**src/rtl/lvds_pk_pkg.sv**
```systemverilog
package lvds_pk_pkg;

    parameter int SLOTS    = 7;
    parameter int DLANES   = 4;
    parameter int COLOR_W  = 8;
    localparam int LOW_W   = SLOTS - 1;          // colour bits spread over lanes 0..2
    localparam int HIGH_W  = COLOR_W - LOW_W;    // colour bits carried on lane 3

    typedef logic [SLOTS-1:0] slot_word_t;       // bit s is sent in slot s

    typedef enum logic {
        FMT_TOP_ON_L3 = 1'b0,
        FMT_BOT_ON_L3 = 1'b1
    } pack_fmt_e;

    typedef struct packed {
        logic [COLOR_W-1:0] r;
        logic [COLOR_W-1:0] g;
        logic [COLOR_W-1:0] b;
        logic               de;
    } pixel_t;

    typedef struct packed {
        slot_word_t l3;
        slot_word_t l2;
        slot_word_t l1;
        slot_word_t l0;
    } lane_set_t;

    localparam slot_word_t CLK_SHAPE = 7'b1100011;

    function automatic logic [LOW_W-1:0] low_group(input logic [COLOR_W-1:0] c,
                                                   input pack_fmt_e f);
        return (f == FMT_BOT_ON_L3) ? c[COLOR_W-1:HIGH_W] : c[LOW_W-1:0];
    endfunction

    function automatic logic [HIGH_W-1:0] high_group(input logic [COLOR_W-1:0] c,
                                                     input pack_fmt_e f);
        return (f == FMT_BOT_ON_L3) ? c[HIGH_W-1:0] : c[COLOR_W-1:LOW_W];
    endfunction

endpackage

```
**src/rtl/lvds_pk_slot_ctr.sv**
```systemverilog
module lvds_pk_slot_ctr #(
    parameter int SLOTS = 7
) (
    input  logic clk,
    input  logic rst,
    input  logic slot_en,
    output logic first_slot
);
    localparam int CNT_W = $clog2(SLOTS);
    localparam logic [CNT_W-1:0] LAST = CNT_W'(SLOTS - 1);

    logic [CNT_W-1:0] cnt_q;

    always_ff @(posedge clk) begin
        if (rst)
            cnt_q <= '0;
        else if (slot_en)
            cnt_q <= (cnt_q == LAST) ? '0 : cnt_q + 1'b1;
    end

    assign first_slot = (cnt_q == '0);

    AST_SLOT_RANGE: assert property (@(posedge clk) disable iff (rst)
        cnt_q <= LAST);
    AST_SLOT_WRAP: assert property (@(posedge clk) disable iff (rst)
        (slot_en && cnt_q == LAST) |=> first_slot);

endmodule

```
**src/rtl/lvds_pk_lane_ser.sv**
```systemverilog
module lvds_pk_lane_ser #(
    parameter int W = 7
) (
    input  logic         clk,
    input  logic         rst,
    input  logic         slot_en,
    input  logic         load,
    input  logic [W-1:0] word,
    output logic         ser_o
);
    logic         bit_q;
    logic [W-2:0] rest_q;

    always_ff @(posedge clk) begin
        if (rst) begin
            bit_q  <= 1'b0;
            rest_q <= '0;
        end else if (slot_en) begin
            if (load) begin
                bit_q  <= word[0];
                rest_q <= word[W-1:1];
            end else begin
                bit_q  <= rest_q[0];
                rest_q <= rest_q >> 1;
            end
        end
    end

    assign ser_o = bit_q;

    AST_LANE_HOLD: assert property (@(posedge clk) disable iff (rst)
        !slot_en |=> $stable(ser_o));

endmodule

```
**src/rtl/lvds_pixel_packer.sv**
```systemverilog
module lvds_pixel_packer
    import lvds_pk_pkg::*;
#(
    parameter logic RSV_LEVEL = 1'b0
) (
    input  logic               clk,
    input  logic               rst,
    input  logic               slot_en,
    input  logic               fmt_sel,
    input  logic [COLOR_W-1:0] pix_r,
    input  logic [COLOR_W-1:0] pix_g,
    input  logic [COLOR_W-1:0] pix_b,
    input  logic               pix_de,
    output logic [DLANES-1:0]  lane_o,
    output logic               clk_lane_o,
    output logic               frame_o
);
    localparam int ALL_LANES = DLANES + 1;   // data lanes plus clock lane

    pixel_t     pix;
    pack_fmt_e  fmt;
    lane_set_t  packed_w;
    slot_word_t words [ALL_LANES];
    logic       first_slot;
    logic       frame_q;
    logic [ALL_LANES-1:0] ser;

    assign pix = '{r: pix_r, g: pix_g, b: pix_b, de: pix_de};
    assign fmt = pack_fmt_e'(fmt_sel);

    always_comb begin
        logic [LOW_W-1:0]  rl, gl, bl;
        logic [HIGH_W-1:0] rh, gh, bh;
        rl = low_group(pix.r, fmt);
        gl = low_group(pix.g, fmt);
        bl = low_group(pix.b, fmt);
        rh = high_group(pix.r, fmt);
        gh = high_group(pix.g, fmt);
        bh = high_group(pix.b, fmt);
        packed_w.l0 = {gl[0], rl};
        packed_w.l1 = {bl[1:0], gl[LOW_W-1:1]};
        packed_w.l2 = {pix.de, RSV_LEVEL, RSV_LEVEL, bl[LOW_W-1:2]};
        packed_w.l3 = {RSV_LEVEL, bh, gh, rh};
    end

    assign words[0] = packed_w.l0;
    assign words[1] = packed_w.l1;
    assign words[2] = packed_w.l2;
    assign words[3] = packed_w.l3;
    assign words[4] = CLK_SHAPE;

    lvds_pk_slot_ctr #(.SLOTS(SLOTS)) u_ctr (
        .clk        (clk),
        .rst        (rst),
        .slot_en    (slot_en),
        .first_slot (first_slot)
    );

    for (genvar i = 0; i < ALL_LANES; i++) begin : g_lane
        lvds_pk_lane_ser #(.W(SLOTS)) u_ser (
            .clk     (clk),
            .rst     (rst),
            .slot_en (slot_en),
            .load    (first_slot),
            .word    (words[i]),
            .ser_o   (ser[i])
        );
    end

    always_ff @(posedge clk) begin
        if (rst)
            frame_q <= 1'b0;
        else if (slot_en)
            frame_q <= first_slot;
    end

    assign lane_o     = ser[DLANES-1:0];
    assign clk_lane_o = ser[DLANES];
    assign frame_o    = frame_q;

    AST_FRAME_CLK_HIGH: assert property (@(posedge clk) disable iff (rst)
        frame_o |-> clk_lane_o);
    AST_FRAME_SINGLE: assert property (@(posedge clk) disable iff (rst)
        (slot_en && frame_o) |=> !frame_o);
    AST_FRAME_HOLD: assert property (@(posedge clk) disable iff (rst)
        !slot_en |=> $stable(frame_o));
    AST_RESET_QUIET: assert property (@(posedge clk)
        rst |=> (lane_o == '0 && !clk_lane_o && !frame_o));

endmodule

```
**config.mk**
```make
export PLATFORM = sky130hd
export DESIGN_NAME = lvds_pixel_packer
export DESIGN_NICKNAME = d
export VERILOG_FILES = /design/src/rtl/lvds_pk_pkg.sv /design/src/rtl/lvds_pk_slot_ctr.sv /design/src/rtl/lvds_pk_lane_ser.sv /design/src/rtl/lvds_pixel_packer.sv
export SDC_FILE = /design/constraint.sdc
export NUM_CORES = 1
export LEC_CHECK = 0
export ABC_CLOCK_PERIOD_IN_PS = 1400
export BUFFER_PORTS_ARGS = -buffer_cell sky130_fd_sc_hd__buf_2
export CAP_MARGIN = 10
export CORE_ASPECT_RATIO = 1.25
export CORE_MARGIN = 1
export CORE_UTILIZATION = 48
export DETAILED_ROUTE_END_ITERATION = 8
export PLACE_DENSITY = 0.81
export SLEW_MARGIN = 20
export SYNTH_ARGS = -nofsm -noshare
export SYNTH_HDL_FRONTEND = slang
export SYNTH_SLANG_ARGS = --single-unit
export TNS_END_PERCENT = 5
```
**constraint.sdc**
```tcl
create_clock -name clk -period 1.4 [get_ports clk]
set_input_delay 0.07 -clock clk [delete_from_list [all_inputs] [get_ports clk]]
set_output_delay 0.07 -clock clk [all_outputs]
set_load 0.02 [all_outputs]
```
# --- Word level (Yosys, flattened, before mapping) ---
# Index checks and enable logic that the tools add are counted.
totals:
  ff_bits: 39
  elab_cells: 32
  in_bits: 29
  out_inout_bits: 6
op_classes:
  n_mux: 17
  n_addsub: 1
  n_eq_ne: 1
  reduce_logical: 1
op_table:
  columns: ["op", "n"]
  rows:
  - ["$mux W6", 7]
  - ["$mux W2", 3]
  - ["$mux W1", 5]
  - ["$mux W5", 1]
  - ["$add A3 B1 Y3 const B", 1]
  - ["$eq A3 B3 Y1 const B", 1]
  - ["$logic_not A3 Y1", 1]
  - ["$mux W3", 1]

# --- Longest topological paths before layout ---
# Gate-level depths: netlist of the first run.
logic_depth:
  depth_word: 2
  mapped_depth: 5
  ltp_nobuf: 3

# --- Cells and area by module ---
# Synthesis of the first run repeated with hierarchy kept, for this count alone.
unflattened:
  hier_cells: 195
  hier_area_um2: 2093.3
modules_own_cells:
  columns: ["module", "cells_each", "instances", "seq_area_each_um2", "area_per_inst_um2"]
  rows:
  - ["lvds_pk_lane_ser", 30, 5, 140.1, 306.5]
  - ["lvds_pixel_packer", 32, 1, 20.0, 437.9]
  - ["lvds_pk_slot_ctr", 13, 1, 60.1, 122.6]

# --- Least setup slack after synthesis of the first run ---
# No wires, ideal clock.
synth_path:
  path_type: "register -> register"
  startpoint: "reg u_ctr.cnt_q[0]"
  endpoint: "reg g_lane[0].u_ser.bit_q"
  arrival_ps: 1237
  path_buffers: 2
  slack_ps: 36
  path_stages_with_launch: 6
  path_cell_list: "dfxtp_1 or3_1 buf_6 buf_6 a32oi_1 o21ai_1"
synth_via:
  elab_chain_cells: 2
synth_rtl:
  columns: ["element", "line", "source"]
  rows:
  - ["from (decl)", "lvds_pk_slot_ctr.sv:12", "logic [CNT_W-1:0] cnt_q;"]
  - ["from (signal assigned)", "lvds_pk_slot_ctr.sv:18", "cnt_q <= (cnt_q == LAST) ? '0 : cnt_q + 1'b1;"]
  - ["$logic_not A3 Y1", "lvds_pk_slot_ctr.sv:21", "assign first_slot = (cnt_q == '0);"]
  - ["$mux W1", "lvds_pk_lane_ser.sv:19", "if (load) begin"]
  - ["to (signal assigned)", "lvds_pk_lane_ser.sv:20", "bit_q <= word[0];"]
  - ["to (signal assigned)", "lvds_pk_lane_ser.sv:23", "bit_q <= rest_q[0];"]
  - ["to (decl)", "lvds_pk_lane_ser.sv:11", "logic bit_q;"]
# Every way passes these cells.
# A chain may end at the register's enable or synchronous reset.

# --- Final worst setup path of the first run ---
layout_path:
  startpoint: "reg u_ctr.cnt_q[0]"
  endpoint: "reg g_lane[1].u_ser.rest_q[2]"
layout_via:
  elab_chain_cells: 2
layout_rtl:
  columns: ["element", "line", "source"]
  rows:
  - ["$logic_not A3 Y1", "lvds_pk_slot_ctr.sv:21", null]
  - ["$mux W6", "lvds_pk_lane_ser.sv:19", null]
  - ["to (signal assigned)", "lvds_pk_lane_ser.sv:21", "rest_q <= word[W-1:1];"]
  - ["to (signal assigned)", "lvds_pk_lane_ser.sv:24", "rest_q <= rest_q >> 1;"]
  - ["to (decl)", "lvds_pk_lane_ser.sv:12", "logic [W-2:0] rest_q;"]
# Every way passes these cells.

==> impl_metrics.json, run 1 <==
{
  "grt_setup_unrepaired": "false",
  "vias_per_cell": 5.761,
  "dp_hpwl_um": 2287,
  "area_growth_pct": 17.23,
  "core_area_um2": 3252,
  "synthTopCellsByArea": "dfxtp_1 44%, mux2i_1 16%, a32oi_1 11%, o21ai_1 4.8%, a21oi_1 2.7%",
  "crit_chain": "or3_4, buf_12, a32oi_1, o21ai_1",
  "p_comb_share_pct": 16.0,
  "most-common-layout-cells": "37 x dfxtp_1, 34 x buf_2, 26 x mux2i_1",
  "cts_hold_buf": 0,
  "period_share_pct": 93.50,
  "synth_top_cell_by_area": "dfxtp_1",
  "chipWidth_um": 54.76,
  "slowest_delay_ns": 0.39,
  "setup_viol": 0,
  "grt_pass1_vias": 1229,
  "grt.met1_usage_pct": 23.67,
  "finalHoldViolCount": 0,
  "grt_antenna_before_repair": 0,
  "power.leakage_nw": 0.8129,
  "grt_start_max_net_pins": 27,
  "reg2reg_from": "u_ctr.cnt_q[0]",
  "finalWeightedCongestion": 0.7639,
  "place_area_um2": 1867,
  "worstSetupEndpoint": "g_lane[1].u_ser.rest_q[2]",
  "die-area_um2": 3721,
  "drc": 0,
  "ys.flop_type": "dfxtp_1",
  "p_int_mw": 1.633,
  "post_cts.repair.setup_buffers": 0,
  "crit_type": "flop to flop",
  "drv_cap": 0,
  "slew_headroom_pct": 83.05,
  "start_util_pct": 51.37,
  "post-route-cell-area_um2": 1958,
  "synth_fp_nets": 203,
  "endpoint_kind": "flop",
  "die_y_um": 67.96,
  "cts_made_buffers": 5,
  "drt-initial-drc-count": 17,
  "p_sw_uw": 621.7,
  "nNetsFinal": 234,
  "syn_avg_cell_area_um2": 9.600,
  "ctsHtreeMaxLevel": 2,
  "p_per_area_nw_per_um2": 1151,
  "grt_util_met3_pct": 6.222,
  "syn_area_um2": 1670,
  "postSynthCellCount": 174,
  "via_count": 1400,
  "wl_um": 3338,
  "grt_pass1_wl_um": 5354,
  "min_path_type": "input pin to flop",
  "reg2reg_depth": 4,
  "antenna_left": 0,
  "status": "finished, final reports clean",
  "layout_min_cycle_time_ns": 1.309,
  "grt_use_total_pct": 20.35,
  "clk_path_buf_depth": 2,
  "p_clk_share_pct": 32.3,
  "drive_gt1_share_pct": 26.21,
  "max_freq_mhz": 764.0,
  "reg2reg_slack_ns": 0.09,
  "swShare_pct": 27.58,
  "synth_seq_cells": 37,
  "critPathMaxFanout": 26,
  "synth_edf_count": 0,
  "clk_pin_slew_ns": 0.08,
  "wl_per_cell_um": 13.74,
  "pin_count": 35,
  "firstDrtPassIters": 4,
  "r2r-end": "g_lane[1].u_ser.rest_q[2]",
  "slowest_stage": "or3_4",
  "finalSetupTns_ns": 0,
  "cp.arrival_ns": 1.48,
  "gr-total-overflow": 0,
  "io_buffers": 34,
  "cts_tree": "done",
  "numClockSinks": 37,
  "cts_resized": 0,
  "grt.busiest_layer": "met2",
  "slew_violations": 0,
  "tightest_slew_ns": 0.2543,
  "setup.worst_path.start_class": "flop",
  "pwr-share-seq_pct": 51.7,
  "grtUsageMet2_pct": 33.13,
  "synth_top_area_share_pct": 44.34,
  "synthArstFlopShare_pct": 0,
  "ys_types": 20,
  "required_ns": 1.57,
  "ys_seq_area_share_pct": 44.34,
  "crit_start": "u_ctr.cnt_q[0]",
  "fin_skew_ns": 0.007599,
  "clock_latency_ns": 0.29,
  "row_count": 23,
  "diodes": 0,
  "ys_warn_count": 0,
  "cts-root-buf": "clkbuf_8",
  "mostFrequentLayoutCell": "dfxtp_1",
  "ir_drop_mv": 0.8283
}
## power groups by stage
| stage | logic, mW | registers (mW) | clock network (mW) |
|---|---|---|---|
| 6_report | 0.362 | 1.17 | 0.727 |
| 3_3_place_gp | 0.352 | 1.19 | 0 |
| 3_5_place_dp | 0.362 | 1.19 | 0 |
| 5_1_grt | 0.397 | 1.17 | 0.791 |
| 4_1_cts | 0.361 | 1.16 | 0.738 |
| 2_1_floorplan | 0.245 | 1.19 | 0 |
## state kept, by name, summed over array words and instances, names as in the netlist
register	cells
g_lane.u_ser.rest_q	28
g_lane.u_ser.ser_o	5
u_ctr.cnt_q	3
frame_o	1
## how the worst min path moves through the flow
stage	startpoint	to	slack [ns]	cells after the start
5_1_grt	pix_de	g_lane[2].u_ser.rest_q[5]	0.04	3
4_1_cts	pix_de	g_lane[2].u_ser.rest_q[5]	0.03	3
2_1_floorplan	rst	g_lane[4].u_ser.rest_q[0]	0.14	1
6_report	pix_de	g_lane[2].u_ser.rest_q[5]	0.04	3
3_3_place_gp	pix_de	g_lane[2].u_ser.rest_q[5]	0.35	3
3_5_place_dp	pix_de	g_lane[2].u_ser.rest_q[5]	0.35	3
## synth_stat cells (3+ instances only)
cell type and instances:
nor2_1 9, a211oi_1 3, nand2b_1 6, clkbuf_1 7, o21ai_0 9, a21oi_1 9
buf_4 4, o21ai_1 16, buf_6 3, a32oi_1 21, dfxtp_1 37, nand2_1 7
buf_2 6, nand3_1 6, mux2i_1 26
## per-stage QoR
| stage | utilization (%) | power [mW] | setup WS (ns) | instances | hold WS [ns] |
|---|---|---|---|---|---|
| 3_3_place_gp | 57.41 | 1.539 | 0.1318 | 235 | 0.3458 |
| 5_1_grt | 60.22 | 2.362 | 0.02920 | 243 | 0.04300 |
| 3_5_place_dp | 57.41 | 1.549 | 0.06758 | 235 | 0.3465 |
| 4_1_cts | 60.06 | 2.263 | 0.05489 | 243 | 0.03213 |
| 2_1_floorplan | - | 1.436 | 0.03557 | 174 | 0.1428 |
| 6_report | 60.22 | 2.254 | 0.09107 | 243 | 0.03588 |
## cell type report
type	count	area, um^2
fill	303	1294
multi-input combinational	117	814.5
sequential	37	740.7
timing repair buffer	44	270.3
clock buffer	5	68.82
tap	37	46.29
clock inverter	3	17.52
## worst max-delay path: cells and delay by family (launching register included)
kind / cells / cell delay [ns]
compound gates: 2 / 0.31
buf+inv: 1 / 0.17
flops: 1 / 0.31
simple gates: 1 / 0.39
## layer usage
| metal | vias up | wire [um] |
|---|---|---|
| met5 | - | 0 |
| li1 | 708 | - |
| met2 | 33 | 1680 |
| met3 | 6 | 136 |
| met4 | 0 | 65 |
| met1 | 653 | 1455 |
## logic make-up after synthesis
logic type,synth area share [%]
flops,44.34
simple gates,10.34
mux,15.58
buf+inv,7.191
compound gates,22.55
Power figures use the tool's default switching activity.
==> run 2, diff against run 1 <==
--- a/config.mk
+++ b/config.mk
@@ -9,10 +9,12 @@
 export BUFFER_PORTS_ARGS = -buffer_cell sky130_fd_sc_hd__buf_2
 export CAP_MARGIN = 10
 export CORE_ASPECT_RATIO = 1.25
-export CORE_MARGIN = 1
+export CORE_MARGIN = 3
 export CORE_UTILIZATION = 48
 export DETAILED_ROUTE_END_ITERATION = 8
 export PLACE_DENSITY = 0.81
+export SETUP_SLACK_MARGIN = 0.2
+export SKIP_LAST_GASP = 1
 export SLEW_MARGIN = 20
 export SYNTH_ARGS = -nofsm -noshare
 export SYNTH_HDL_FRONTEND = slang
==> impl_metrics.json, run 2 (synthesis gave the netlist of run 1 again) <==
{
  "pin_count": 35,
  "hp-start": "pix_de",
  "clk_pin_slew_ns": 0.07,
  "min_path_type": "input pin to flop",
  "layout_min_cycle_time_ns": 1.315,
  "slew_headroom_pct": 81.99,
  "finalSetupTns_ns": 0,
  "status": "finished, final reports clean",
  "grt_use_total_pct": 16.25,
  "slew_violations": 0,
  "vias_per_cell": 5.786,
  "drv_cap": 0,
  "wl_per_cell_um": 14.19,
  "clk_path_buf_depth": 2,
  "numClockSinks": 37,
  "critPathMaxFanout": 13,
  "crit_type": "flop to flop",
  "holdPathStages": 3,
  "largest_reg_flops": 28,
  "io_buffers": 34,
  "slowest_stage": "or3_4",
  "drt-initial-drc-count": 62,
  "setup_viol": 0,
  "grt_pass1_wl_um": 5471,
  "die-area_um2": 4228,
  "cts_made_buffers": 5,
  "ctsHtreeMaxLevel": 2,
  "area_growth_pct": 20.97,
  "largest_register": "g_lane.u_ser.rest_q",
  "reg2reg_depth": 4,
  "reg2reg_slack_ns": 0.09,
  "cp.arrival_ns": 1.49,
  "wl_um": 3447,
  "cts_hold_buf": 0,
  "required_ns": 1.57,
  "cts-root-buf": "clkbuf_8",
  "power.leakage_nw": 0.8533,
  "die_y_um": 71.96,
  "setup.worst_path.start_class": "flop",
  "endpoint_kind": "flop",
  "hold_end": "g_lane[2].u_ser.rest_q[5]",
  "reg2reg_from": "u_ctr.cnt_q[1]",
  "start_util_pct": 50.92,
  "firstDrtPassIters": 4,
  "tightest_slew_ns": 0.2701,
  "gr-total-overflow": 0,
  "cts_tree": "done",
  "mostFrequentLayoutCell": "dfxtp_1",
  "nNetsFinal": 235,
  "grt_setup_unrepaired": "true",
  "max_freq_mhz": 760.7,
  "finalWeightedCongestion": 0.7223,
  "grt_pass1_vias": 1284,
  "period_share_pct": 93.90,
  "drc": 0,
  "fin_skew_ns": 0.005404,
  "r2r-end": "g_lane[3].u_ser.rest_q[0]",
  "clock_latency_ns": 0.28,
  "via_count": 1406,
  "final_cell_count_no_fill": 243,
  "crit_chain": "or3_4, clkbuf_16, a32oi_1, o21ai_1",
  "ir_drop_mv": 1.178,
  "core_area_um2": 3281,
  "dpl.cell_count": 235,
  "antenna_left": 0,
  "chipWidth_um": 58.76,
  "most-common-layout-cells": "35 x dfxtp_1, 34 x buf_2, 26 x mux2i_1",
  "p_per_area_nw_per_um2": 1144,
  "drive_gt1_share_pct": 29.13,
  "diodes": 0,
  "finalHoldViolCount": 0,
  "grt_start_max_net_pins": 27,
  "slowest_delay_ns": 0.40,
  "dp_hpwl_um": 2326,
  "grt_antenna_before_repair": 0,
  "row_count": 23
}
## run 2: changes by cell type in the layout (fill, tap and decap cells not counted), sizes merged
| cell | change |
|---|---|
| clkinv | -2 |
| inv | +1 |
| clkinvlp | -1 |
| clkbuf | +2 |
## run 2: timing repair
| item | CTS | global route |
|---|---|---|
| cloned | 0 | 1 |
| pin swaps | 0 | 3 |
| setup endpoints to repair | 21 | 26 |
| endpoints found under the hold margin | 0 | 0 |
| buffers inserted | 0 | 0 |
| gates resized for setup | 1 | 9 |
## run 2: worst max path at each step
stage                        start                        end  slack, ns  depth (start not counted)
finish              u_ctr.cnt_q[1]  g_lane[3].u_ser.rest_q[0]       0.09                          4
global route        u_ctr.cnt_q[1]  g_lane[2].u_ser.rest_q[2]       0.05                          4
CTS                 u_ctr.cnt_q[1]  g_lane[0].u_ser.rest_q[1]       0.08                          4
detailed placement  u_ctr.cnt_q[1]  g_lane[0].u_ser.rest_q[1]       0.05                          4
global placement    u_ctr.cnt_q[1]  g_lane[1].u_ser.rest_q[0]       0.11                          4
floorplan           u_ctr.cnt_q[1]      g_lane[0].u_ser.ser_o       0.07                          5
## run 2: cell type report
cell class	count	area, um^2
sequential	37	745.7
clock buffer	6	82.58
timing repair buffer	45	295.3
fill	303	1260
clock inverter	1	6.256
tap	37	46.29
multi-input combinational	117	844.6
## run 2: per-layer routing
layer | global-route usage, % | vias to the layer above | wire, um
li1 | - | 714 | -
met1 | 20.92 | 651 | 1575
met2 | 26.66 | 39 | 1712
met3 | 4.270 | 2 | 136
met4 | 4.534 | 0 | 23
met5 | 0 | - | 0
## run 2: worst max-delay path: cells and delay by family (launching register included)
| kind | cells | cell delay (ns) |
|---|---|---|
| buf+inv | 1 | 0.18 |
| flops | 1 | 0.34 |
| simple gates | 1 | 0.40 |
| compound gates | 2 | 0.29 |
## run 2: power by group
group / internal (mW) / switching [mW] / total, mW
sequential: 1.13 / 0.0426 / 1.17
clock: 0.390 / 0.361 / 0.751
combinational: 0.183 / 0.209 / 0.392
## run 2: metrics by stage
step	instance area, um^2	hold slack (ns)	power [mW]	setup slack, ns	util [%]
after floorplan	1675	0.1428	1.436	0.07004	-
after global placement	1872	0.3460	1.536	0.1088	57.06
after detailed placement	1872	0.3508	1.547	0.05134	57.06
after CTS	1966	0.05581	2.289	0.08400	59.92
after global routing	2021	0.07758	2.421	0.04648	61.59
final	2021	0.05709	2.311	0.08534	61.59
